<file path="src/rtl/pg_pkg.sv">
package pg_pkg;

    // Operation applied to the accumulator register in a cycle
    typedef enum logic [1:0] {
        ACC_HOLD,
        ACC_CLEAR,
        ACC_LOAD,
        ACC_STEP
    } acc_op_e;

endpackage

</file>
<file path="src/rtl/pg_accum.sv">
module pg_accum
    import pg_pkg::*;
#(
    parameter int VEC_W = 8
) (
    input  logic             clk,
    input  logic             rst,
    input  acc_op_e          op,
    input  logic [VEC_W-1:0] load_val,
    input  logic [VEC_W-1:0] step_val,
    output logic [VEC_W-1:0] acc
);

    logic [VEC_W-1:0] acc_d, acc_q;

    always_comb begin
        acc_d = acc_q;
        case (op)
            ACC_CLEAR: acc_d = '0;
            ACC_LOAD:  acc_d = load_val;
            ACC_STEP:  acc_d = acc_q + step_val; // wraps modulo 2^VEC_W
            default:   acc_d = acc_q;
        endcase
    end

    always_ff @(posedge clk) begin
        if (rst) acc_q <= '0;
        else     acc_q <= acc_d;
    end

    assign acc = acc_q;

endmodule

</file>
<file path="src/rtl/pg_entry_sel.sv">
// Finds the lowest table index at or above from_pos whose run length is non-zero.
module pg_entry_sel #(
    parameter int N_ENTRY = 5,
    parameter int LEN_W   = 9,
    parameter int IDX_W   = 3,
    parameter logic [LEN_W-1:0] LEN_TAB [N_ENTRY] = '{default: '0}
) (
    input  logic [IDX_W:0]   from_pos,
    output logic             found,
    output logic [IDX_W-1:0] sel
);

    always_comb begin
        found = 1'b0;
        sel   = '0;
        for (int i = N_ENTRY - 1; i >= 0; i--) begin
            if ((i >= int'(from_pos)) && (LEN_TAB[i] != '0)) begin
                found = 1'b1;
                sel   = IDX_W'(i);
            end
        end
    end

endmodule

</file>
<file path="src/rtl/accum_pattern_gen.sv">
module accum_pattern_gen
    import pg_pkg::*;
#(
    parameter int VEC_W   = 8,
    parameter int N_ENTRY = 5,
    parameter int LEN_W   = 9,
    parameter logic [VEC_W-1:0] SEED_TAB [N_ENTRY] = '{8'h3C, 8'h77, 8'h00, 8'hFF, 8'h5A},
    parameter logic [LEN_W-1:0] LEN_TAB  [N_ENTRY] = '{9'd5, 9'd0, 9'd4, 9'd260, 9'd0}
) (
    input  logic             clk,
    input  logic             rst,
    input  logic             start,
    output logic [VEC_W-1:0] pattern,
    output logic             pat_valid,
    output logic             done
);

    localparam int IDX_W = (N_ENTRY > 1) ? $clog2(N_ENTRY) : 1;

    typedef struct packed {
        logic [IDX_W-1:0] idx;
        logic [LEN_W-1:0] rem;
        logic             valid;
        logic             done;
    } ctl_t;

    ctl_t             c_d, c_q;
    acc_op_e          acc_op;
    logic [IDX_W:0]   from_pos;
    logic             nxt_found;
    logic [IDX_W-1:0] nxt_idx;
    logic [VEC_W-1:0] cur_inc;
    logic [VEC_W-1:0] nxt_seed;

    pg_entry_sel #(
        .N_ENTRY (N_ENTRY),
        .LEN_W   (LEN_W),
        .IDX_W   (IDX_W),
        .LEN_TAB (LEN_TAB)
    ) u_sel (
        .from_pos (from_pos),
        .found    (nxt_found),
        .sel      (nxt_idx)
    );

    assign nxt_seed = SEED_TAB[nxt_idx];
    // Addend is the stored word with its lowest bit forced high: always odd
    assign cur_inc  = SEED_TAB[c_q.idx] | VEC_W'(1);

    always_comb begin
        c_d      = c_q;
        acc_op   = ACC_HOLD;
        from_pos = '0;
        if (!c_q.valid) begin
            if (start) begin
                if (nxt_found) begin
                    c_d.idx   = nxt_idx;
                    c_d.rem   = LEN_TAB[nxt_idx];
                    c_d.valid = 1'b1;
                    c_d.done  = 1'b0;
                    acc_op    = ACC_LOAD;
                end else begin
                    c_d.done  = 1'b1;
                end
            end
        end else if (c_q.rem > LEN_W'(1)) begin
            c_d.rem = c_q.rem - LEN_W'(1);
            acc_op  = ACC_STEP;
        end else begin
            from_pos = {1'b0, c_q.idx} + (IDX_W + 1)'(1);
            if (nxt_found) begin
                c_d.idx = nxt_idx;
                c_d.rem = LEN_TAB[nxt_idx];
                acc_op  = ACC_LOAD;
            end else begin
                c_d.valid = 1'b0;
                c_d.done  = 1'b1;
            end
        end
    end

    always_ff @(posedge clk) begin
        if (rst) c_q <= '0;
        else     c_q <= c_d;
    end

    pg_accum #(
        .VEC_W (VEC_W)
    ) u_acc (
        .clk      (clk),
        .rst      (rst),
        .op       (acc_op),
        .load_val (nxt_seed),
        .step_val (cur_inc),
        .acc      (pattern)
    );

    assign pat_valid = c_q.valid;
    assign done      = c_q.done;

endmodule

</file>
<file path="config.mk">
export PLATFORM = sky130hd
export DESIGN_NAME = accum_pattern_gen
export DESIGN_NICKNAME = d
export VERILOG_FILES = /design/src/rtl/pg_pkg.sv /design/src/rtl/pg_accum.sv /design/src/rtl/pg_entry_sel.sv /design/src/rtl/accum_pattern_gen.sv
export SDC_FILE = /design/constraint.sdc
export NUM_CORES = 1
export LEC_CHECK = 0
export ABC_CLOCK_PERIOD_IN_PS = 4150
export BUFFER_PORTS_ARGS = -buffer_cell sky130_fd_sc_hd__buf_4
export CORE_MARGIN = 4
export CORE_UTILIZATION = 55
export DETAILED_ROUTE_END_ITERATION = 6
export GPL_ROUTABILITY_DRIVEN = 0
export PLACE_DENSITY = 0.79
export RECOVER_POWER = 50
export SLEW_MARGIN = 20
export SYNTH_ARGS = -nofsm -noshare
export SYNTH_HDL_FRONTEND = slang
export SYNTH_HIERARCHICAL = 1
export SYNTH_SLANG_ARGS = --single-unit
</file>
<file path="constraint.sdc">
create_clock -name clk -period 4.15 [get_ports clk]
set_input_delay 0.83 -clock clk [delete_from_list [all_inputs] [get_ports clk]]
set_output_delay 0.83 -clock clk [all_outputs]
set_load 0.02 [all_outputs]
</file>
==> summary by stage <==
Job
The reported max-cap violation count is 0.

Clock tree
The clock latency on the worst-skew pair is 310 ps. The tree is rooted in a clkbuf_4. The number of clock buffers inserted by TritonCTS is 3. In this run the deepest clock path goes through 2 buffers.

The tree built by TritonCTS fans out to 22 sinks. Once the clock tree was built, the resizer swapped 0 gates to a different size. TritonCTS built the clock tree. In this run the number of H-tree levels came out at 1. The clock transition at the registers of the reported paths is around 130 ps. Buffers inserted to repair hold after CTS numbered 0. The number of buffers inserted by post-CTS setup repair is 0.

Timing
The hold violation total from the final report is 0. Clock skew on the completed layout was measured at 4.92 ps. The smallest clock period supported by the final layout is computed as 3450 ps. The sum of negative setup slack is 0 ps. The count of final setup violators is 0. Setup repair after global routing left no endpoint under its margin. Derived from the worst setup path, the maximum achievable clock frequency is 0.290 GHz. The number of max-slew violations in the final report is 0.

On the final layout, the worst hold slack is 525 ps. The worst path uses 83.2% of the clock period.

Synth
The number of nets produced by synthesis is 234. After synthesis, the mean cell area works out to 8.23 sq um. The distinct cell type count after synthesis is 54. Sorting the synthesized cells by how often they occur yields 22 x dfxtp_1, 20 x nor2_1, 17 x a21oi_1.

The synthesized design devotes to its leading area cell type 25.0% of total area. For this run, asynchronously set or reset flops after synthesis account for 0%. Among all cell types in the netlist, the one instantiated most often is dfxtp_1. Summed over all instances, the cell type with the most area after synthesis is dfxtp_1. The number of cells produced by synthesis is 214. The leading register cell type out of synthesis is dfxtp_1. Yosys mapped a number of flops with a built-in enable equal to 0. For this run, the register share of the synthesized area comes to 25.0%. The yosys synthesis warning count is 6. The cell area that synthesis handed to floorplanning was roughly 1800 sq um.

After synthesis, the cell types taking the most area are dfxtp_1 25%, ha_1 11%, a21oi_1 4.8%. The number of storage elements in the synthesis netlist is 22.

Route
The first TritonRoute pass finished after 4 iterations. Summed over all layers, the routed wires come to just under 4000 um. After detailed routing, the average wire length per cell comes to 14.9 um. After detailed routing, the number of remaining DRC violations is 0. The number of DRC violations after detailed-routing iteration 0 is 67.

The via density per instance is around 6.1. The routed layout has roughly 1600 vias. The number of routed nets with antenna violations is 0.

GRT
The global routing usage summed across all routing layers is 20.2%. The via count of the first global-routing pass is ~1500. Entering global routing, the biggest net connects 23 pins. The total overflow reported by the global router is 0.

The initial antenna violation count is 0. The first global-routing pass estimated between 6000 and 7000 um of wire.

Layout
From synthesis to final layout, the design area changed by 7.04%. The area of the multi-input gates is 1230 sq um. In the final layout, the share of cells above drive strength 1 is 9.42%.

The total number of nets in the final design is about 240. The final-layout fill cell count is 297. In the final layout, flip-flops and latches occupy 440 sq um. The number of antenna diodes in the final layout is 0.

Power
The reported leakage power is 0.782 nW. The cell area power density is just under 600 nW/um^2. The worst ir drop on vdd is 0.000250 V.

Critical path
Traced cell by cell, the critical path runs through inv_1, ha_1, o21bai_1, nand4_1, nor2_1, nor2_1, clkinv_1, a41o_1, inv_1, nand3b_4, nand2b_1, a211o_1, nand3_1. Among cell families on the critical path, the largest total delay comes from simple AND/OR/NAND/NOR gates. The largest fanout of any net on the critical path is 11. Counting both buffers and inverters, the worst setup path holds a total of 3. For the worst setup path, the data arrival time is 3710 ps. On the worst path, the slowest cell contributes a delay of 400 ps. The required time of the critical path is 4410 ps. The worst setup path is launched from a register. The critical-path cell with the highest stage delay is nor2_1. The worst setup path is captured at a register. The critical path in this run is classified as register to register.

Floorplan
The die outline area is about 4200 sq um. The starting density of the core is a little under 60%. The die is approximately 65 um wide. The floorplan has 20 rows. The total area inside the core boundary comes to a little over 3000 sq um. For this design the top-level I/O count stands at 13. The y dimension of the die is around 65 um.

Placed design
The HPWL after detailed placement is 2910 um. The quantity of I/O buffers inserted on ports is 12.

Outcome
The flow ran to the end, and the final reports show no timing, DRC or antenna violations.

Worst hold path
The worst min-delay path class is register to register.
==> report_power, final <==
part / internal, W / total (W) / switching, W / leakage [nW]
Combinational: 0.000244 / 0.000599 / 0.000354 / 0.573
Sequential: 0.000259 / 0.000322 / 0.0000626 / 0.181
Clock: 0.0000976 / 0.000167 / 0.0000693 / 0.0279
==> worst paths after layout <==
kind | start | to | slack, ps | cells past startpoint
min reg2reg | done | done | 530 | 2
max | c_q[3] | u_acc/acc[7] | 700 | 13
min | done | done | 530 | 2
max reg2reg | c_q[3] | u_acc/acc[7] | 700 | 13
==> flip-flops by register name, summed over array words and instances, names as in the netlist <==
name and cells:
c_q 12, done 1, pat_valid 1, u_acc/acc 8
==> final cells by class <==
type	count	share of cell area, %
Tap cell	44	2.92
Timing Repair Buffer	13	3.19
Inverter	12	2.39
Multi-Input combinational cell	172	65.3
Sequential cell	22	23.4
Clock inverter	1	1.59
Clock buffer	3	1.20
==> worst min-delay path: stages, from the launching register on <==
cell	delay, ps
dfxtp_1	360
a2bb2oi_1	70
nor2_1	70
==> logic make-up after synthesis <==
family                   synth area share (%)
other                                   0.427
multiplexers                             4.69
buffers and inverters                    4.90
XOR/XNOR                                0.995
AND/OR/NAND/NOR                          27.2
AO/OA/AOI/OAI                            24.2
flip-flops                               25.0
adder cells (fa/ha/maj)                  12.5
==> cells in the final DEF (no fill, tap or decap), types with 6 or more instances in the layout <==
cell / netlist / routed
dfxtp_1: 22 / 22
nor2_1: 20 / 21
a21oi_1: 17 / 17
ha_1: 16 / 16
nand2_1: 12 / 12
inv_1: 11 / 11
clkbuf_1: 3 / 10
a22oi_1: 9 / 9
nor3_1: 7 / 7
nor3b_1: 7 / 7
nand3_1: 6 / 6
o21ai_0: 6 / 6
mux2i_1: 6 / 6
==> per-layer routing <==
layer,share of wire [%],GRT usage [%],up-vias
met5,0,0,-
met4,0.93,5.54,0
met3,4.2,2.60,4
met2,46,32.0,39
met1,49,28.8,764
li1,-,-,819
==> stage by stage <==
step	instances	utilization [%]	worst slack (ps)	power (W)	cell area, sq um
global placement	263	61.3	1120	0.000920	1870
floorplan	214	-	1370	0.000789	1760
detailed placement	263	61.3	988	0.000927	1870
CTS	267	63.0	937	0.00110	1920
global route	267	61.7	487	0.00117	1880
finish	267	61.7	697	0.00109	1880
(Power assumes the default switching activity.)
